## config.mk

```make
export PLATFORM = sky130hd
export DESIGN_NAME = msg_seq
export DESIGN_NICKNAME = d
export VERILOG_FILES = /design/src/rtl/msq_pkg.sv /design/src/rtl/msq_deb.sv /design/src/rtl/msq_tick.sv /design/src/rtl/msq_grpbuf.sv /design/src/rtl/msg_seq.sv
export SDC_FILE = /design/constraint.sdc
export NUM_CORES = 1
export LEC_CHECK = 0
export ABC_AREA = 1
export BUFFER_PORTS_ARGS = -buffer_cell sky130_fd_sc_hd__buf_2
export CORE_ASPECT_RATIO = 1.75
export CORE_UTILIZATION = 55
export CTS_BUF_LIST = sky130_fd_sc_hd__clkbuf_4
export CTS_CLUSTER_DIAMETER = 120
export CTS_CLUSTER_SIZE = 14
export DETAILED_ROUTE_END_ITERATION = 7
export PLACE_DENSITY = 0.91
export SKIP_CTS_REPAIR_TIMING = 1
export SLEW_MARGIN = 20
export SYNTH_ARGS = -nofsm -noshare
export SYNTH_HDL_FRONTEND = slang
export SYNTH_HIERARCHICAL = 1
export SYNTH_SLANG_ARGS = --single-unit
```

## constraint.sdc

```tcl
create_clock -name clk -period 5.81 [get_ports clk]
set_clock_uncertainty 0.2 [all_clocks]
set_input_delay 0 -clock clk [delete_from_list [all_inputs] [get_ports clk]]
set_output_delay 0 -clock clk [all_outputs]
set_load 0.01 [all_outputs]
```

## src/rtl/msq_pkg.sv

```systemverilog
package msq_pkg;
  typedef enum logic [2:0] {
    ST_OFF, ST_REC, ST_WRAP, ST_PLAY, ST_EOMP, ST_HALT, ST_FULL
  } seq_st_e;

  // a run stops when either power-down is requested or enable is released
  function automatic logic run_ends(input logic pd, input logic ce_n);
    return pd | ce_n;
  endfunction
endpackage

```

## src/rtl/msq_deb.sv

```systemverilog
module msq_deb #(
  parameter int   DEB  = 4,
  parameter logic INIT = 1'b1
) (
  input  logic clk,
  input  logic rst_n,
  input  logic raw_i,
  output logic clean_o
);
  localparam int CW = (DEB > 1) ? $clog2(DEB) : 1;
  logic s1_q, s2_q;
  logic [CW-1:0] cnt_q;

  always_ff @(posedge clk) begin
    if (!rst_n) begin
      s1_q    <= INIT;
      s2_q    <= INIT;
      clean_o <= INIT;
      cnt_q   <= '0;
    end else begin
      s1_q <= raw_i;
      s2_q <= s1_q;
      if (s2_q != clean_o) begin
        if (cnt_q == CW'(DEB - 1)) begin
          clean_o <= s2_q;
          cnt_q   <= '0;
        end else begin
          cnt_q <= cnt_q + 1'b1;
        end
      end else begin
        cnt_q <= '0;
      end
    end
  end
endmodule

```

## src/rtl/msq_tick.sv

```systemverilog
module msq_tick #(
  parameter int DIV = 4
) (
  input  logic clk,
  input  logic rst_n,
  input  logic en_i,
  output logic tick_o
);
  localparam int CW = (DIV > 1) ? $clog2(DIV) : 1;
  logic [CW-1:0] cnt_q;

  assign tick_o = en_i && (cnt_q == CW'(DIV - 1));

  always_ff @(posedge clk) begin
    if (!rst_n || !en_i) cnt_q <= '0;
    else if (tick_o)     cnt_q <= '0;
    else                 cnt_q <= cnt_q + 1'b1;
  end
endmodule

```

## src/rtl/msq_grpbuf.sv

```systemverilog
module msq_grpbuf #(
  parameter int SW    = 8,
  parameter int GROUP = 4,
  localparam int LG   = $clog2(GROUP)
) (
  input  logic                  clk,
  input  logic                  rst_n,
  input  logic                  ld_i,
  input  logic [LG-1:0]         sel_i,
  input  logic [SW-1:0]         din_i,
  input  logic                  byp_i,
  output logic [GROUP*SW-1:0]   wdata_o
);
  for (genvar gi = 0; gi < GROUP; gi++) begin : g_lane
    logic [SW-1:0] lane_q;
    always_ff @(posedge clk) begin
      if (!rst_n)                             lane_q <= '0;
      else if (ld_i && sel_i == LG'(gi))      lane_q <= din_i;
    end
    if (gi == GROUP - 1) begin : g_last
      // the closing lane is sent straight through on a group commit
      assign wdata_o[gi*SW +: SW] = byp_i ? din_i : lane_q;
    end else begin : g_mid
      assign wdata_o[gi*SW +: SW] = lane_q;
    end
  end
endmodule

```

## src/rtl/msg_seq.sv

```systemverilog
module msg_seq
  import msq_pkg::*;
#(
  parameter int SW       = 8,
  parameter int DEPTH    = 64,
  parameter int GROUP    = 4,
  parameter int TICK_DIV = 4,
  parameter int EOM_CYC  = 20,
  parameter int DEB      = 4,
  localparam int AM      = $clog2(DEPTH),
  localparam int AW      = AM + 1
) (
  input  logic                clk,
  input  logic                rst_n,
  input  logic                pd_raw_i,
  input  logic                mode_raw_i,
  input  logic                ce_n_raw_i,
  input  logic                trig_n_raw_i,
  input  logic [SW-1:0]       smp_i,
  output logic                smp_stb_o,
  output logic [SW-1:0]       smp_o,
  output logic                smp_vld_o,
  output logic                eom_n_o,
  output logic                idle_o,
  output logic [AW-1:0]       ptr_o,
  output logic                mem_we_o,
  output logic [AM-1:0]       mem_wbase_o,
  output logic [GROUP*SW-1:0] mem_wdata_o,
  output logic [GROUP-1:0]    mem_wmask_o,
  output logic                mem_mk_we_o,
  output logic [AM-1:0]       mem_mk_addr_o,
  output logic [AM-1:0]       mem_raddr_o,
  input  logic [SW-1:0]       mem_rdata_i,
  input  logic                mem_rmark_i
);
  localparam int LG = $clog2(GROUP);
  localparam int EW = $clog2(EOM_CYC + 1);
  localparam logic [AW-1:0] LAST_PTR = AW'(DEPTH - 1);
  localparam logic [3:0]    DEB_INIT = 4'b1111;

  // lanes below n are valid in a partial group
  function automatic logic [GROUP-1:0] low_lanes(input logic [LG-1:0] n);
    logic [GROUP-1:0] m;
    for (int i = 0; i < GROUP; i++) m[i] = (LG'(i) < n);
    return m;
  endfunction

  // ---------------- input conditioning ----------------
  logic [3:0] raw_v, deb_v;
  assign raw_v = {trig_n_raw_i, ce_n_raw_i, mode_raw_i, pd_raw_i};
  for (genvar gi = 0; gi < 4; gi++) begin : g_in
    msq_deb #(.DEB(DEB), .INIT(DEB_INIT[gi])) u_deb (
      .clk(clk), .rst_n(rst_n), .raw_i(raw_v[gi]), .clean_o(deb_v[gi])
    );
  end

  seq_st_e state_q, state_d;
  logic [AW-1:0] ptr_q;
  logic [EW-1:0] ecnt_q;
  logic latch_q, trig_prev_q;

  // effective controls after the playback latch
  logic pd_eff, ce_eff_n, mode_eff, run_stop, trig_fall;
  assign pd_eff    = deb_v[0] & ~latch_q;
  assign mode_eff  = deb_v[1] | latch_q;
  assign ce_eff_n  = deb_v[2] & ~latch_q;
  assign run_stop  = run_ends(pd_eff, ce_eff_n);
  assign trig_fall = trig_prev_q & ~deb_v[3];

  // ---------------- sample period ----------------
  logic tick, run_en;
  assign run_en = (state_q == ST_REC) || (state_q == ST_PLAY);
  msq_tick #(.DIV(TICK_DIV)) u_tick (
    .clk(clk), .rst_n(rst_n), .en_i(run_en), .tick_o(tick)
  );

  // ---------------- named events ----------------
  logic [LG-1:0] lane;
  logic ev_rec_tick, ev_play_tick, ev_mark_hit, ev_play_smp;
  logic ev_commit, ev_flush, ev_rec_stop, ev_latch_clr, st_full, ev_pulse_end;
  assign lane         = ptr_q[LG-1:0];
  assign ev_rec_tick  = (state_q == ST_REC)  && !run_stop && tick;
  assign ev_play_tick = (state_q == ST_PLAY) && !run_stop && tick;
  assign ev_mark_hit  = ev_play_tick && mem_rmark_i;
  assign ev_play_smp  = ev_play_tick && !mem_rmark_i;
  assign ev_commit    = ev_rec_tick && (lane == LG'(GROUP - 1));
  assign ev_flush     = (state_q == ST_WRAP) && (lane != '0);
  assign ev_rec_stop  = (state_q == ST_REC) && run_stop;
  assign st_full      = (state_q == ST_FULL);
  assign ev_pulse_end = (state_q == ST_EOMP) && (ecnt_q == EW'(EOM_CYC - 1));
  assign ev_latch_clr = (ev_pulse_end && !pd_eff) || st_full;

  // ---------------- sequencing ----------------
  always_comb begin
    state_d = state_q;
    unique case (state_q)
      ST_OFF:  if (!pd_eff && !ce_eff_n) state_d = mode_eff ? ST_PLAY : ST_REC;
      ST_REC: begin
        if (run_stop)                               state_d = ST_WRAP;
        else if (tick && ptr_q == LAST_PTR)         state_d = ST_FULL;
      end
      ST_WRAP: state_d = pd_eff ? ST_OFF : ST_HALT;
      ST_PLAY: begin
        if (run_stop)                               state_d = pd_eff ? ST_OFF : ST_HALT;
        else if (ev_mark_hit)                       state_d = ST_EOMP;
        else if (tick && ptr_q == LAST_PTR)         state_d = ST_FULL;
      end
      ST_EOMP: begin
        if (pd_eff)                                 state_d = ST_OFF;
        else if (ev_pulse_end)                      state_d = ST_HALT;
      end
      ST_HALT: if (pd_eff) state_d = ST_OFF;
      ST_FULL: if (pd_eff) state_d = ST_OFF;
      default: state_d = ST_OFF;
    endcase
  end

  always_ff @(posedge clk) begin
    if (!rst_n) begin
      state_q     <= ST_OFF;
      ptr_q       <= '0;
      ecnt_q      <= '0;
      latch_q     <= 1'b0;
      trig_prev_q <= 1'b1;
      smp_o       <= '0;
      smp_vld_o   <= 1'b0;
    end else begin
      state_q     <= state_d;
      trig_prev_q <= deb_v[3];
      if (state_d == ST_OFF)  ptr_q <= '0;
      else if (smp_stb_o)     ptr_q <= ptr_q + 1'b1;
      ecnt_q <= (state_q == ST_EOMP) ? ecnt_q + 1'b1 : '0;
      if (state_q == ST_OFF && trig_fall) latch_q <= 1'b1;
      else if (ev_latch_clr)              latch_q <= 1'b0;
      smp_vld_o <= ev_play_smp;
      if (ev_play_smp) smp_o <= mem_rdata_i;
    end
  end

  // ---------------- write grouping ----------------
  msq_grpbuf #(.SW(SW), .GROUP(GROUP)) u_buf (
    .clk(clk), .rst_n(rst_n), .ld_i(ev_rec_tick), .sel_i(lane),
    .din_i(smp_i), .byp_i(ev_commit), .wdata_o(mem_wdata_o)
  );

  assign mem_we_o      = ev_commit | ev_flush;
  assign mem_wmask_o   = ev_commit ? '1 : low_lanes(lane);
  assign mem_wbase_o   = {ptr_q[AM-1:LG], LG'(0)};
  assign mem_mk_we_o   = (state_q == ST_WRAP);
  assign mem_mk_addr_o = ptr_q[AM-1:0];
  assign mem_raddr_o   = ptr_q[AM-1:0];

  assign smp_stb_o = ev_rec_tick | ev_play_smp;
  assign eom_n_o   = !((state_q == ST_EOMP) || st_full);
  assign idle_o    = (state_q == ST_OFF);
  assign ptr_o     = ptr_q;
endmodule

```

==> results.py, run 1 <==
metrics = {
    "outcome": {
        "status": "finished with violations",
        "violations": "hold timing",
    },
    "power": {
        "p_switching_uw": 204,
        "p_int_uw": 702,
        "vdd_drop_max_uv": 176,
        "seq_power_share_pct": 61.1,
        "total_power_uw": 906,
        "p_per_area_nw_per_um2": 199,
        "p_clk_share_pct": 34.1,
        "leakage_nw": 2.42,
        "p_sw_share_pct": 22.5,
        "pwr-share-comb_pct": 4.8,
    },
    "timing": {
        "finalMaxSlewViolations": 0,
        "worst_pin_slew_ns": 0.929,
        "finalSetupViolations": 0,
        "hold_slack_ns": -0.0361,
        "fmax_ghz": 0.334,
        "period_needed_ns": 3.00,
        "fin_crit_sh_pct": 51.6,
        "final_hold_viol_count": 1,
        "fin_tns_setup_ns": 0,
        "grt_setup_unrepaired": "false",
        "slew-limit-headroom_pct": 38.1,
    },
    "place": {
        "place_hpwl_mm": 5.98,
        "place.gp.congestion": 0.918,
        "portBuffers": 95,
    },
    "detailed_routing": {
        "postRouteWirelength_mm": 9.06,
        "postRouteAntennaNets": 0,
        "wire_per_inst_um": 12.7,
        "drcViolationCount": 0,
        "drt_pass1_iterations": 8,
        "via_per_inst": 5.01,
        "drt_iter0_markers": 235,
        "num_vias": 3579,
    },
    "cells_and_area": {
        "drive_above_1_share_pct": 22.3,
        "area_delta_synth_final_pct": 19.6,
        "final_common_cell": "nand2_1",
        "nFillCells": 501,
        "n_antenna_cell": 0,
        "final_cell_mix": "nand2_1, buf_2, inv_1",
        "layout.nets": 661,
    },
    "worst_setup_path": {
        "cpPeakStageDelay_ns": 0.73,
        "slowest_stage": "dfxtp_1",
        "endpoint_kind": "primary output",
        "crit_chain": "ha_1, inv_1, nor2_1, nand2_1, o21ai_0, buf_2",
        "worstSetupPathType": "register to primary output",
        "worstPathRequired_ns": 5.61,
        "critPathMaxFanout": 17,
        "critPathArrivalTime_ns": 2.80,
        "startpoint_type": "register",
    },
    "logic_synthesis": {
        "synth-edff-count": 0,
        "yosysWarnings": 6,
        "ys_async_sr_fraction_pct": 0,
        "ys.flop_type": "dfxtp_1",
        "ys_seq_elements": 80,
        "synth_cells": 527,
        "netlist_area_sq_um": 3810,
        "seq_area_frac_synth_pct": 42.1,
        "yosysUniqueCellTypes": 34,
        "syn_avg_cell_area_sq_um": 7.22,
    },
    "floorplan": {
        "start_util_pct": 57.8,
        "die_h_um": 112,
        "core_area_sq_um": 6590,
        "rows": 39,
        "dieArea_sq_um": 7270,
        "dieWidth_um": 64.9,
        "ios": 98,
    },
    "grt": {
        "grt_pass1_wl_mm": 13.2,
        "antenna_found_initial": 0,
        "overflow": 0,
        "grt_pass1_vias": 3108,
        "track_usage_pct": 23.4,
        "grt_max_degree": 51,
    },
    "clocking": {
        "clkTransAtPathRegs_ns": 0.12,
        "cts_tree": "built",
        "clk_path_buf_depth": 2,
        "clockRootBuffer": "clkbuf_4",
        "clk_latency_ns": 0.43,
        "numCtsBuffers": 9,
        "cts_sinks": 80,
        "htree_levels": 3,
    },
    "hold_path": {
        "hp-class": "primary input to register",
    },
    "run": {
        "drv_cap": 0,
    },
}
-- power groups by stage --
stage                     sequential (mW)  clock (mW)  combinational [mW]
after CTS                           0.553       0.314              0.0311
after global routing                0.554       0.338              0.0472
after floorplan                     0.565           0              0.0163
after detailed placement            0.566           0              0.0310
final                               0.553       0.309              0.0435
after global placement              0.565           0              0.0298
-- Yosys cell counts (6+ instances only) --
library cell,number,share of area (%)
nand2_1,105,10
inv_1,89,8.8
nor2_1,81,8.0
dfxtp_1,80,42
a21oi_1,32,4.2
o21ai_0,27,3.5
buf_4,20,3.9
nand3_1,15,2.0
ha_1,9,3.0
or2_2,8,1.3
nand3_2,6,1.6
nor3_1,6,0.79
-- flip-flops by register name, summed over array words and instances (netlist names) --
register,count
trig_prev_q,1
state_q,3
u_tick/cnt_q,2
g_in.u_deb/cnt_q,8
u_buf/g_lane.lane_q,32
ptr_o,7
latch_q,1
g_in.u_deb/clean_o,4
ecnt_q,5
g_in.u_deb/s2_q,4
smp_o,8
g_in.u_deb/s1_q,4
smp_vld_o,1
-- cell families after synthesis --
| group | Yosys count | synth area share [%] |
|---|---|---|
| AND/OR/NAND/NOR | 241 | 29.0 |
| other | 1 | 0.0985 |
| adder cells (fa/ha/maj) | 9 | 2.96 |
| AO/OA/AOI/OAI | 66 | 9.10 |
| flip-flops | 80 | 42.1 |
| buffers and inverters | 124 | 15.4 |
| XOR/XNOR | 6 | 1.38 |
-- path summary, 6_finish.rpt --
path,from,to,slack (ns),cells after the start
setup / recovery,ptr_o[0],mem_wdata_o[29],2.81,6
hold / removal,rst_n,trig_prev_q,-0.04,2
setup reg to reg,state_q[0],smp_o[7],3.30,8
hold reg to reg,g_in[2].u_deb/s1_q,g_in[2].u_deb/s2_q,0.21,1
-- worst max-delay path: cells and delay by family, from the launching register on --
family / cells / cell delay, ns
adder cells (fa/ha/maj): 1 / 0.37
buffers and inverters: 2 / 0.29
AO/OA/AOI/OAI: 1 / 0.14
flip-flops: 1 / 0.73
AND/OR/NAND/NOR: 2 / 0.85
-- per-stage QoR --
stage / cells / setup slack [ns] / cell area [sq um] / utilization (%)
floorplan: 528 / 3.70 / 3810 / -
global route: 714 / 2.47 / 4550 / 69.1
CTS: 685 / 2.82 / 4260 / 64.7
detailed placement: 671 / 3.31 / 4140 / 62.8
global placement: 671 / 3.37 / 4140 / 62.8
finish: 714 / 2.81 / 4550 / 69.1
-- layer usage --
metal  up-vias  wire (um)  track usage, %
met4         0        366            12.1
li1       1793          -               -
met1      1614       3340            24.1
met3        34        448            6.00
met2       138       4900            41.9
met5         -          0               0
-- layout make-up --
class / instances / area (sq um) / area share, %
clock buffers: 10 / 75.1 / 1.65
clock inverters: 4 / 47.5 / 1.04
inverters: 90 / 338 / 7.42
multi-input cells: 324 / 1620 / 35.6
flip-flops and latches: 80 / 1600 / 35.2
well taps: 82 / 103 / 2.25
repair buffers: 124 / 766 / 16.8
(Power assumes the default switching activity.)
==> run 2: changes to the inputs <==
==> constraint.sdc (replaced) <==
create_clock -name clk -period 3.12 [get_ports clk]
set_clock_uncertainty 0.2 [all_clocks]
set_input_delay 0 -clock clk [delete_from_list [all_inputs] [get_ports clk]]
set_output_delay 0 -clock clk [all_outputs]
set_load 0.01 [all_outputs]
==> run 2 against run 1 <==
Effect of this change: the run now ends clean; utilization grew 2.5 points; critical path depth grew 2; worst hold slack gained 0.13 ns; clock-buffer cell count is the same; clock power grew to 2.7 times the previous value; register-to-register slack lost 2.8 ns; via count grew 1.6%; sequential power grew 86%; combinational power grew 100%; critical path type is now register to register; critical endpoint is now smp_o[6]; largest power group unchanged.
==> results.py, run 2 (synthesized netlist as in run 1, its figures left out) <==
metrics = {
    "timing": {
        "fin_crit_sh_pct": 84.2,
        "grt_setup_unrepaired": "false",
        "slew-limit-headroom_pct": 63.4,
        "fin_tns_setup_ns": 0,
        "finalSetupViolations": 0,
        "period_needed_ns": 2.63,
        "fmax_ghz": 0.381,
        "final_hold_viol_count": 0,
        "finalMaxSlewViolations": 0,
        "worst_pin_slew_ns": 0.548,
    },
    "worst_setup_path": {
        "critPathMaxFanout": 18,
        "cp.depth": 8,
        "critPathArrivalTime_ns": 2.74,
        "worstSetupPathType": "register to register",
        "cp-endpoint": "smp_o[6]",
        "slowest_stage": "dlygate4sd3_1",
        "cp_common_cell": "inv_1",
        "startpoint_type": "register",
        "r2r_end": "smp_o[6]",
        "endpoint_kind": "register",
        "cp_top_family": "buffers and inverters",
        "worstSetupStartpoint": "state_q[0]",
        "cpPeakStageDelay_ns": 0.56,
        "crit_chain": "inv_1, nor2_1, nand2_1, inv_1, nand4_4, o21ai_0, a21oi_1, dlygate4sd3_1",
        "crit-reg2reg-launch": "state_q[0]",
        "rr_worst_depth": 8,
        "critPathBufInv": 3,
        "worstPathRequired_ns": 3.24,
        "reg2reg_slack_ns": 0.49,
    },
    "detailed_routing": {
        "drt_iter0_markers": 289,
        "wire_per_inst_um": 13.2,
        "postRouteWirelength_mm": 9.59,
        "postRouteAntennaNets": 0,
        "drt_pass1_iterations": 6,
        "drcViolationCount": 0,
        "num_vias": 3637,
        "via_per_inst": 5.01,
    },
    "floorplan": {
        "dieWidth_um": 64.9,
        "start_util_pct": 57.8,
        "rows": 39,
        "die_h_um": 112,
        "dieArea_sq_um": 7270,
        "core_area_sq_um": 6590,
        "ios": 98,
    },
    "place": {
        "placed_area_sq_um": 4180,
        "place.gp.congestion": 0.872,
        "portBuffers": 95,
        "place_hpwl_mm": 6.46,
    },
    "grt": {
        "grt_pass1_vias": 3265,
        "grt_max_degree": 34,
        "overflow": 0,
        "track_usage_pct": 24.6,
        "antenna_found_initial": 1,
        "grt_pass1_wl_mm": 13.7,
    },
    "cells_and_area": {
        "design_area_sq_um": 4720,
        "largest_register_ffs": 32,
        "nFillCells": 488,
        "largest_register": "u_buf/g_lane.lane_q",
        "seqCellArea_sq_um": 1600,
        "final_cell_mix": "nand2_1, buf_2, inv_1",
        "final_common_cell": "nand2_1",
        "layout.nets": 670,
        "fin_util_pct": 71.6,
        "drive_above_1_share_pct": 23.0,
        "top_regs": "u_buf/g_lane.lane_q x32, g_in.u_deb/cnt_q x8, smp_o x8",
        "area_delta_synth_final_pct": 23.9,
        "multi_input_area_sq_um": 1620,
    },
    "power": {
        "leakage_nw": 2.48,
        "vdd_drop_max_uv": 402,
        "total_power_mw": 1.96,
        "p_per_area_nw_per_um2": 416,
    },
    "clocking": {
        "clk_latency_ns": 0.44,
        "cts_sinks": 80,
        "clkTransAtPathRegs_ns": 0.11,
        "cts_tree": "built",
        "numCtsBuffers": 9,
        "htree_levels": 3,
        "clockRootBuffer": "clkbuf_4",
        "clk_path_buf_depth": 2,
    },
    "outcome": {
        "status": "completed",
    },
    "run": {
        "drv_cap": 0,
    },
    "hold_path": {
        "hp-class": "primary input to register",
    },
}
==> run 2: worst min path at each step <==
stage / start / end / slack, ns / depth (start not counted)
finish: ce_n_raw_i / g_in[2].u_deb/s1_q / 0.1 / 3
global route: ce_n_raw_i / g_in[2].u_deb/s1_q / 0.08 / 3
CTS: mode_raw_i / g_in[1].u_deb/s1_q / -0.48 / 2
detailed placement: mode_raw_i / g_in[1].u_deb/s1_q / -0.01 / 2
global placement: trig_n_raw_i / g_in[3].u_deb/s1_q / -0.01 / 2
floorplan: pd_raw_i / g_in[0].u_deb/s1_q / -0.09 / 1
==> run 2: cell type report <==
| type | count | share of cell area, % |
|---|---|---|
| clock buffers | 10 | 1.59 |
| well taps | 82 | 2.18 |
| clock inverters | 6 | 2.79 |
| diodes | 1 | 0.0531 |
| flip-flops and latches | 80 | 34.0 |
| multi-input cells | 324 | 34.4 |
| repair buffers | 133 | 17.9 |
| inverters | 90 | 7.16 |
==> run 2: worst min-delay path: stages <==
cell and delay, ns:
dlygate4sd3_1 0.52, buf_2 0.10, or2_2 0.09
==> run 2: where the power goes <==
part           leakage, nW  switching (mW)  internal [mW]
sequential           0.647         0.00300           1.03
combinational         1.73          0.0446         0.0432
clock                0.104           0.353          0.493
==> run 2: stage by stage <==
stage | worst slack [ns] | instances | hold WS, ns
after floorplan | 1.01 | 528 | -0.0934
after global placement | 0.761 | 676 | -0.0142
after detailed placement | 0.695 | 676 | -0.0116
after CTS | 0.590 | 692 | -0.482
after global routing | 0.292 | 726 | 0.0778
final | 0.493 | 726 | 0.0966
==> run 2: metal layers <==
layer	part of all wire [%]	GRT usage, %
met1	36	21.8
met3	4.8	6.61
met4	3.8	15.1
met5	0	0
met2	56	46.6
